### src/rtl/dmx_frame_tx.sv
module dmx_frame_tx #(
  parameter int CLK_HZ    = 50_000_000,
  parameter int BAUD      = 250_000,
  parameter int BREAK_US  = 200,
  parameter int MAB_US    = 200,
  parameter int SLOT_US   = 40,
  parameter int PERIOD_US = 1300,
  parameter int MAX_SLOTS = 64,
  localparam int AW = $clog2(MAX_SLOTS),
  localparam int LW = AW + 1
) (
  input  logic          clk,
  input  logic          rst_n,
  input  logic          start,
  input  logic [LW-1:0] frame_len,
  output logic [AW-1:0] rd_addr,
  input  logic [7:0]    rd_data,
  output logic          busy,
  output logic          tx
);

  localparam int TPU     = CLK_HZ / 1_000_000;
  localparam int BIT_CYC = CLK_HZ / BAUD;
  localparam int PW      = $clog2(TPU + 1);
  localparam int BW      = $clog2(BIT_CYC + 1);
  localparam int TW      = $clog2(PERIOD_US + 1);

  typedef enum logic [2:0] {S_IDLE, S_BREAK, S_MARK, S_DATA, S_LAST, S_GAP} state_t;

  state_t        state;
  logic [LW-1:0] len_q, pos;
  logic [PW-1:0] pre;
  logic [TW-1:0] tmr;
  logic [7:0]    hold;
  logic          hold_v;
  logic [9:0]    sh;
  logic          sh_busy;
  logic [BW-1:0] bt;
  logic [3:0]    bcnt;
  logic [31:0]   sent;

  wire tick     = (pre == PW'(TPU - 1));
  wire expire   = tick && (tmr == '0);
  wire bit_end  = sh_busy && (bt == BW'(BIT_CYC - 1));
  wire take     = hold_v && (!sh_busy || (bit_end && bcnt == 4'd9));
  wire fetch    = (state == S_DATA) && !hold_v && (pos < len_q);
  wire drained  = !hold_v && !sh_busy;
  wire need_gap = sent < 32'(PERIOD_US);

  assign sent    = 32'(BREAK_US + MAB_US) + 32'(SLOT_US) * 32'(len_q);
  assign busy    = (state != S_IDLE);
  assign rd_addr = pos[AW-1:0];
  assign tx      = (state == S_BREAK) ? 1'b0 : (sh_busy ? sh[0] : 1'b1);

  always_ff @(posedge clk or negedge rst_n) begin
    if (!rst_n) begin
      state <= S_IDLE;
      len_q <= '0;
      pre   <= '0;
      tmr   <= '0;
    end else begin
      pre <= tick ? '0 : pre + PW'(1);
      if (tick && tmr != '0) tmr <= tmr - TW'(1);
      case (state)
        S_IDLE: if (start) begin
          state <= S_BREAK;
          len_q <= frame_len;
          tmr   <= TW'(BREAK_US - 1);
          pre   <= '0;
        end
        S_BREAK: if (expire) begin
          state <= S_MARK;
          tmr   <= TW'(MAB_US - 1);
          pre   <= '0;
        end
        S_MARK: if (expire) state <= S_DATA;
        S_DATA: if (!hold_v && pos >= len_q) state <= S_LAST;
        S_LAST: if (drained) begin
          if (need_gap) begin
            state <= S_GAP;
            tmr   <= TW'(32'(PERIOD_US) - sent - 32'd1);
            pre   <= '0;
          end else begin
            state <= S_IDLE;
          end
        end
        S_GAP: if (expire) state <= S_IDLE;
        default: state <= S_IDLE;
      endcase
    end
  end

  always_ff @(posedge clk or negedge rst_n) begin
    if (!rst_n) begin
      pos    <= '0;
      hold   <= '0;
      hold_v <= 1'b0;
    end else begin
      if (state == S_IDLE) pos <= '0;
      else if (fetch) pos <= pos + LW'(1);
      if (take) hold_v <= 1'b0;
      else if (fetch) begin
        hold   <= rd_data;
        hold_v <= 1'b1;
      end
    end
  end

  always_ff @(posedge clk or negedge rst_n) begin
    if (!rst_n) begin
      sh      <= '1;
      sh_busy <= 1'b0;
      bt      <= '0;
      bcnt    <= '0;
    end else if (take) begin
      sh      <= {1'b1, hold, 1'b0};
      sh_busy <= 1'b1;
      bt      <= '0;
      bcnt    <= '0;
    end else if (sh_busy) begin
      if (bit_end) begin
        bt <= '0;
        if (bcnt == 4'd9) sh_busy <= 1'b0;
        else begin
          sh   <= {1'b1, sh[9:1]};
          bcnt <= bcnt + 4'd1;
        end
      end else begin
        bt <= bt + BW'(1);
      end
    end
  end


  idle_line_chk: assert property (@(posedge clk) disable iff (!rst_n) !busy |-> tx);

  break_entry_chk: assert property (@(posedge clk) disable iff (!rst_n) (!busy && start) |=> (busy && !tx));

  mark_high_chk: assert property (@(posedge clk) disable iff (!rst_n) (state == S_MARK) |-> tx);

  addr_bound_chk: assert property (@(posedge clk) disable iff (!rst_n) pos <= len_q);

  drain_chk: assert property (@(posedge clk) disable iff (!rst_n) (state == S_LAST && sh_busy) |=> busy);

  gap_short_chk: assert property (@(posedge clk) disable iff (!rst_n) (state == S_GAP) |-> need_gap);

  len_hold_chk: assert property (@(posedge clk) disable iff (!rst_n) busy |=> $stable(len_q));

endmodule

### config.mk
export PLATFORM = sky130hd
export DESIGN_NAME = dmx_frame_tx
export DESIGN_NICKNAME = d
export VERILOG_FILES = /design/src/rtl/dmx_frame_tx.sv
export SDC_FILE = /design/constraint.sdc
export NUM_CORES = 1
export LEC_CHECK = 0
export BUFFER_PORTS_ARGS = -buffer_cell sky130_fd_sc_hd__buf_4
export CAP_MARGIN = 10
export CORE_MARGIN = 2
export CORE_UTILIZATION = 45
export CTS_CLUSTER_SIZE = 16
export DETAILED_ROUTE_END_ITERATION = 16
export GPL_TIMING_DRIVEN = 0
export PLACE_DENSITY = 0.66
export SYNTH_ARGS = -nofsm -noshare
export SYNTH_HDL_FRONTEND = slang
export SYNTH_SLANG_ARGS = --single-unit
### constraint.sdc
create_clock -name clk -period 9.5 [get_ports clk]
set_clock_uncertainty 0.2 [all_clocks]
set_input_delay 0.95 -clock clk [delete_from_list [all_inputs] [get_ports clk]]
set_output_delay 0.95 -clock clk [all_outputs]
set_load 0.05 [all_outputs]
---- Word level (Yosys, flattened, before mapping) ----
Index checks and enable logic that the tools add are counted.
word-level totals
  register bits ........................... 66
  latch bits .............................. 0
  bits in writable memories ............... 0
  bits in read-only memories .............. 0
  input port bits ......................... 18
  memories kept ........................... 0
operators by class
  add/subtract/negate cells ............... 8
  $mul .................................... 1
  div/mod/pow operators ................... 0
  order comparisons ....................... 3
  equality and inequality tests ........... 15
  shift operators ......................... 0
  mux-type cells .......................... 41
  bitwise operators ....................... 1
  reduce and logical (&&, ||, !) cells .... 24
operators with widths
  kind                      number
  $mux W11                  5
  $mux W10                  4
  $pmux W11 S3              1
  $mux W6                   5
  $mux W8                   3
  $mux W3                   7
  $pmux W3 S6               1
  $pmux W6 S3               1
  $mux W4                   4
  $add A9 B13 Y14 const A   1
  $lt A14 B11 Y1 const B    1
  $mux W7                   2
  $ne A2 B2 Y1 const B      6
  $logic_not A11 Y1         1
  $reduce_bool A11 Y1       1
  $sub A11 B1 Y11 const B   1
  $sub A11 B11 Y11 const A  1
  $sub A11 B2 Y11 const B   1
  $mul A3 B7 Y10 const A    1
  $logic_and A1 B1 Y1       9
  $add A8 B1 Y8 const B     1
  $eq A8 B8 Y1 const B      1
  $mux W1                   8
  $reduce_bool A2 Y1        4
  19 further kinds          23

---- Longest topological paths before layout ----
Gate-level depths: netlist (run 1).
  depth in word-level cells ............... 7
  depth in mapped cells ................... 13

---- Worst setup path before layout (run 1) ----
No wires, ideal clock.
  path type ............................... reg-to-reg
  start ................................... register len_q[1]
  end ..................................... register tmr[1]
  library setup time ...................... 0.124 ns
  arrival ................................. 2.934 ns
  required time ........................... 9.176 ns
  slack ................................... 6.242 ns
  cell stages (with the launch flop) ...... 13
  path buffers ............................ 1
  cells stage by stage .................... dfrtp_1 > ha_1 > ha_1 > inv_1 > fa_1 > buf_2 > a21boi_1 > xnor2_1 > o211ai_1 > and2_1 > o2111ai_1 > o21ai_2 > a211o_1
on the way
  cells in the longest elaborated chain, start to end .. 6
RTL lines
  what                    line  source
  from (decl)             31    logic [LW-1:0] len_q, pos;
  from (signal assigned)  67    len_q <= frame_len;
  $mul A3 B7 Y10          50    assign sent = 32'(BREAK_US + MAB_US) + 32'(SLOT_US) * 32'(len_q);
  $add A9 B13 Y14         50
  $lt A14 B11 Y1          48    wire need_gap = sent < 32'(PERIOD_US);
  $mux W11                79    if (need_gap) begin
  $mux W11                78    S_LAST: if (drained) begin
  $pmux W11 S3            64    case (state)
  to (signal assigned)    63    if (tick && tmr != '0) tmr <= tmr - TW'(1);
  to (signal assigned)    68    tmr <= TW'(BREAK_US - 1);
  to (signal assigned)    81    tmr <= TW'(32'(PERIOD_US) - sent - 32'd1);
  to (decl)               33    logic [TW-1:0] tmr;
No other way between the ends.
A chain may end at the register's enable or synchronous reset.

---- Worst setup path in the final report (run 1) ----
Same ends and word-level chain as after synthesis.

==> qor.txt, run 1 <==
Top Usage Layer GRT - met2
synth top area cells - dfrtp_1 33%, ha_1 8.6%, dfstp_2 5.6%
Netlist Area Pre-Place - 4210 um2
TritonCTS clock tree - built
Hold Crit Class - flop to flop
Cell Pwr Density - 125 nW/um2
CTS Hold Buffers Added - 0
Primary FF master, synth - dfrtp_1
first-pass GRT wire length - 14800 um
r2r setup slk - 5820 ps
combinational power share - 1.8%
M3 GR Usage - 2.91%
status - finished, final reports clean
crit-path cells - ha_1 -> ha_1 -> inv_1 -> fa_1 -> buf_2 -> a21boi_1 -> xnor2_1 -> o211ai_1 -> and2_1 -> o2111ai_1 -> o21ai_2 -> a211o_1
Worst Reg-to-Reg Cells - 12
gr usage total - 18.4%
Core Area - 9150 um2
Leak - 2.19 nW
Die Area - 10100 um2
Chip Width - 101 um
Crit-path slowest cell - fa_1
DR pass1 iterations - 4
H-tree depth - 3
Synth Register Bits - 65
most frequent cell after synthesis - dfrtp_1
sequential-to-total area share from yosys stat - 38.9%
via count - 3192
Slew @ Worst Pin - 957 ps
RSZ-0062 raised after global routing - no
setup TNS - 0 ps
synth cell count leaders - 56 x dfrtp_1, 35 x nand2_1, 29 x ha_1, 29 x nor2_1, 25 x inv_1
count of standard-cell rows - 35
DR DRC count - 0
cells after synthesis - 430
Top cell by count, worst path - ha_1
Hold Violations, Final - 0
Final Cycle Share - 38.7%
Root Driver - clkbuf_8
CP required - 9530 ps
number of distinct library cells after synthesis - 63
max incr delay on CP - 480 ps
Sw Ratio - 19.7%
FF-to-FF End - tmr[1]
VDD IR-drop max - 84.7 uV
min Tclk post-route - 3680 ps
Max Cap Viol - 0
cell taking the most area after synthesis - dfrtp_1
P_sw - 0.119 mW
part of the power in the clock network - 52.2%
Routed Antenna Nets - 0
I/O pin count - 26
Detailed Route WL - 8550 um
Fmax - 272 MHz
critical path capture point type - flop
syn nets - 478
Routed WL per cell - 14.7 um
maximum number of pins on one net before global-route repair - 66
vias in the first global route - 3132
critical path class - flop to flop
final hold slack - 282 ps
syn_area_per_cell - 9.78 um2
share of the synthesized area in the top cell type - 33.3%
port bufs - 25
worst skew pair latency - 350 ps
met1 global-route usage - 25.0%
Initial Util - 46.0%
initial antenna violation count - 0
Rel. slew slack - 35.7%
Placer Congestion - 0.830
CP endpoint - tmr[1]
Final nets - 514
clock-pin slew on the worst setup and hold paths - 70 ps
P_int - 0.482 mW
GRT overflow - 0
Crit Reg-Reg Startpoint - len_q[1]
vias per std cell - 5.48
post-cts repair resize count - 0
met2 Resource Use GR - 29.2%
post-CTS setup buffer count - 0
share of power burned in registers - 46.0%
Post-synth ARST share - 100%
Antenna Cells - 0
Sink Count - 65
Final setup viols - 0
crit path from - len_q[1]
data arrival time of the worst path - 3710 ps
Die H - 101 um
Setup crit start kind - flop
Pins Over Slew Limit - 0
Iteration-0 DRC Markers - 146
Yosys Warn Count - 0
post-DP HPWL - 6190 um
Max clock buf depth - 2
Area Overhead vs Synth - 14.1%
CTS Buf Count - 9
Post-synth EDFFs - 0
layout cell share with drive strength beyond 1 - 19.3%
Worst Path Max Fanout - 9
[cell families (layout without fill, tap and decap cells)]
family / count (synthesis) / after routing / share of synthesized area (%)
simple gates: 143 / 143 / 18.4
xor+xnor: 39 / 39 / 8.66
fa+ha+maj: 30 / 30 / 9.10
compound gates: 83 / 83 / 14.0
mux: 23 / 23 / 5.71
flops: 65 / 65 / 38.9
buf+inv: 47 / 88 / 5.12
[worst min-delay path by stage]
stage	cells after the start	slack, ps	endpoint	start
finish	2	280	sh[0]	sh[1]
global route	2	310	sh[0]	sh[1]
CTS	2	280	sh[0]	sh[1]
detailed placement	2	270	sh[0]	sh[1]
global placement	2	250	sh[0]	sh[1]
floorplan	2	240	sh[0]	sh[1]
[state kept, by name (all words and copies together) (netlist names)]
| register | count |
|---|---|
| bcnt | 4 |
| len_q | 7 |
| bt | 8 |
| state | 3 |
| hold | 8 |
| tmr | 11 |
| sh_busy | 1 |
| pos | 7 |
| pre | 6 |
| hold_v | 1 |
| sh | 9 |
[area by class of cell]
class / count / area [um2]
fillers: 808 / 4350
multi-input cells: 318 / 2350
flip-flops and latches: 65 / 1640
repair buffers: 25 / 188
clock inverters: 7 / 143
well taps: 111 / 139
clock buffers: 9 / 124
plain buffers: 22 / 121
inverters: 25 / 93.8
[metrics by stage]
stage          cells  worst slack (ps)  total power [mW]  cell area [um2]  utilization (%)
6_report         582              5820             0.601             4800             52.4
5_1_grt          582              5660             0.619             4800             52.4
4_1_cts          582              5830             0.606             4800             52.4
2_1_floorplan    430              6240             0.282             4210                -
3_5_place_dp     566              5870             0.293             4530             49.5
3_3_place_gp     566              5900             0.293             4530             49.5
[worst max-delay path: cells and delay by family, from the launching register on]
kind,cells,cell delay (ps)
buf+inv,2,260
flops,1,470
fa+ha+maj,3,980
compound gates,5,1220
xor+xnor,1,230
simple gates,1,200
[placed cells by master, fill, tap and decap left out, types with 4 or more instances in the layout]
master,synthesis,routed
and2_1,4,4
nand2_1,35,35
nand4_1,8,8
xnor2_1,19,19
and3_1,6,6
clkbuf_8,0,9
or3_1,5,5
nand3_1,15,15
nor4_2,4,4
a211o_1,5,5
mux2i_1,15,15
a31oi_1,4,4
xor2_1,18,18
inv_1,25,25
a21oi_1,20,20
clkbuf_1,8,8
bufinv_16,0,4
buf_4,6,31
ha_1,29,29
buf_2,7,7
nor2b_1,6,6
dfrtp_1,56,56
nand2b_1,4,4
nor2_1,29,29
nor3_1,10,10
mux2_2,8,8
o21ai_0,21,21
dfstp_2,9,9
[power groups by stage]
stage	Clock [mW]	Sequential (mW)	Combinational (mW)
after floorplan	0	0.282	0.000165
after global placement	0	0.282	0.0112
after detailed placement	0	0.282	0.0112
after CTS	0.318	0.277	0.0112
after global routing	0.330	0.277	0.0124
final	0.314	0.277	0.0107
[routing by layer]
metal | vias to the layer above | wire, um
met5 | - | 0
met4 | 0 | 127
met3 | 13 | 255
met2 | 54 | 4050
met1 | 1535 | 4120
li1 | 1590 | -
Power figures use the tool's default switching activity.
==> run 2: changes to the inputs <==
==> constraint.sdc (replaced) <==
create_clock -name clk -period 3.6 [get_ports clk]
set_clock_uncertainty 0.2 [all_clocks]
set_input_delay 0.36 -clock clk [delete_from_list [all_inputs] [get_ports clk]]
set_output_delay 0.36 -clock clk [all_outputs]
set_load 0.05 [all_outputs]
==> run 2 against run 1 <==
Global-route usage barely moved. Clock-buffer cell count unchanged. Largest power group unchanged. Setup slack lost 5700 ps. Sequential cell count is the same. Die area unchanged. Critical path depth stayed put. Fmax increased by 6.0%. Worst hold slack got worse by 270 ps. Wire length up 0.27%. Sequential share of layout area is 0.56 points lower. Non-clock buffer count is 2 higher. First-iteration DRC count grew 4.1%.
==> qor.txt, run 2 (same netlist as run 1, synthesis figures left out) <==
Regs by FF count - tmr x11, sh x9
DR pass1 iterations - 4 (unchanged)
Max clock buf depth - 2 (unchanged)
Final setup viols - 0 (unchanged)
Cell Pwr Density - 325 nW/um2 (+160%)
status - finished, final reports clean
Largest register FFs - 11 (unchanged)
clock-pin slew on the worst setup and hold paths - 70 ps (about the same)
Placer Congestion - 0.830 (unchanged)
count of standard-cell rows - 35 (unchanged)
min Tclk post-route - 3470 ps (-207 ps)
commonest non-fill, non-tap cells in the layout - 55 x dfrtp_1, 35 x nand2_1, 32 x buf_4
Iteration-0 DRC Markers - 152 (+4.1%)
critical path class - flop to flop
DR DRC count - 0 (unchanged)
Area Overhead vs Synth - 16.1%
Fmax - 288 MHz (+6.0%)
port bufs - 25 (unchanged)
Rel. slew slack - 36.3% (+0.62 points)
Reg with most FFs - tmr
I/O pin count - 26 (unchanged)
Leak - 2.22 nW (+1.4%)
TritonCTS clock tree - built
VDD IR-drop max - 223 uV (+160%)
Max Cap Viol - 0 (unchanged)
worst skew pair latency - 350 ps (about the same)
critical path capture point type - flop
maximum number of pins on one net before global-route repair - 66 (unchanged)
GRT overflow - 0 (unchanged)
gr usage total - 18.4% (about the same)
most common cell after layout, fill and taps aside - dfrtp_1
Die Area - 10100 um2 (unchanged)
vias per std cell - 5.51 (+0.41%)
final std cells w/o fill - 584 (+0.34%)
Antenna Cells - 0 (unchanged)
Die H - 101 um (unchanged)
filler cell count - 802 (-0.74%)
Chip Width - 101 um (unchanged)
first-pass GRT wire length - 14800 um (about the same)
Final Cycle Share - 96.4% (+58 points)
post-DP HPWL - 6190 um (unchanged)
Worst Path Max Fanout - 10 (+1)
Root Driver - clkbuf_8
Sink Count - 65 (unchanged)
Routed Antenna Nets - 0 (unchanged)
layout cell share with drive strength beyond 1 - 20.7% (+1.4 points)
Routed WL per cell - 14.7 um (about the same)
vias in the first global route - 3135 (+0.096%)
via count - 3216 (+0.75%)
Post-Place Cells - 566 (unchanged)
H-tree depth - 3 (unchanged)
data arrival time of the worst path - 3530 ps (-180 ps)
Worst Reg-to-Reg Cells - 12 (unchanged)
initial antenna violation count - 0 (unchanged)
Core Area - 9150 um2 (unchanged)
Slew @ Worst Pin - 948 ps (-9.16 ps)
Hold Violations, Final - 0 (unchanged)
Pins Over Slew Limit - 0 (unchanged)
Detailed Route WL - 8570 um (+0.27%)
hold path cells - 3 (+1)
Setup crit start kind - flop
Final nets - 516 (+0.39%)
Initial Util - 46.0% (unchanged)
Hold Crit Class - input pin to flop
Post-Route Utilization - 53.4% (+0.92 points)
CP required - 3660 ps (-5870 ps)
CTS Buf Count - 9 (unchanged)
run 2: final cells by class:
| class | instances | area [um2] | area share, % |
|---|---|---|---|
| repair buffers | 27 | 205 | 4.20 |
| well taps | 111 | 139 | 2.84 |
| multi-input cells | 318 | 2420 | 49.5 |
| clock buffers | 9 | 124 | 2.54 |
| inverters | 25 | 93.8 | 1.92 |
| clock inverters | 7 | 143 | 2.92 |
| plain buffers | 22 | 121 | 2.49 |
| flip-flops and latches | 65 | 1640 | 33.6 |
run 2: stage by stage:
stage | setup slack (ps) | cell area, um2 | TNS [ps] | hold slack (ps) | power, mW
after floorplan | 342 | 4210 | 0 | -136 | 0.745
after global placement | 0.0948 | 4530 | 0 | 251 | 0.773
after detailed placement | -33.8 | 4530 | -33.8 | 273 | 0.774
after CTS | -67.5 | 4810 | -135 | 12.1 | 1.60
after global routing | -4.83 | 4880 | -6.57 | 21.6 | 1.64
final | 129 | 4880 | 0 | 16.4 | 1.59
run 2: report_power, final:
part | internal, mW | total (mW) | leakage [nW] | switching, mW
Sequential | 0.730 | 0.730 | 0.792 | 0
Clock | 0.531 | 0.827 | 0.133 | 0.296
Combinational | 0.0125 | 0.0292 | 1.29 | 0.0167
Total | 1.27 | 1.59 | 2.22 | 0.313
run 2: layer usage:
metal	GRT usage, %	part of all wire [%]
met2	29.2	48
met1	25.0	48
met4	7.59	1.5
met5	0	0
met3	2.91	3.0
run 2: path summary, 6_finish.rpt:
kind / slack, ps / start / to
setup / recovery: 130 / len_q[1] / tmr[10]
hold / removal: 20 / frame_len[3] / len_q[3]
setup reg to reg: 130 / len_q[1] / tmr[10]
hold reg to reg: 280 / sh[1] / sh[0]
max in group asynchronous: 2160 / rst_n / len_q[1]
min in group asynchronous: 440 / rst_n / hold[5]
run 2: what timing repair did:
action / in CTS / in global routing
hold endpoints to repair: 56 / 0
endpoints found under the setup margin: 5 / 17
pin swaps: 0 / 1
hold buffers: 1 / 0
gates resized for setup: 0 / 10
setup buffers: 0 / 1
run 2: critical path, cell delays in order, from the launching register on:
cell and delay [ps]:
dfrtp_2 460, ha_1 300, ha_1 180, inv_1 60, fa_1 450, nand2b_1 180
o2bb2ai_1 180, xnor2_2 210, xnor2_2 330, o21ai_4 130, nor3_4 250, buf_6 200
mux2i_1 230
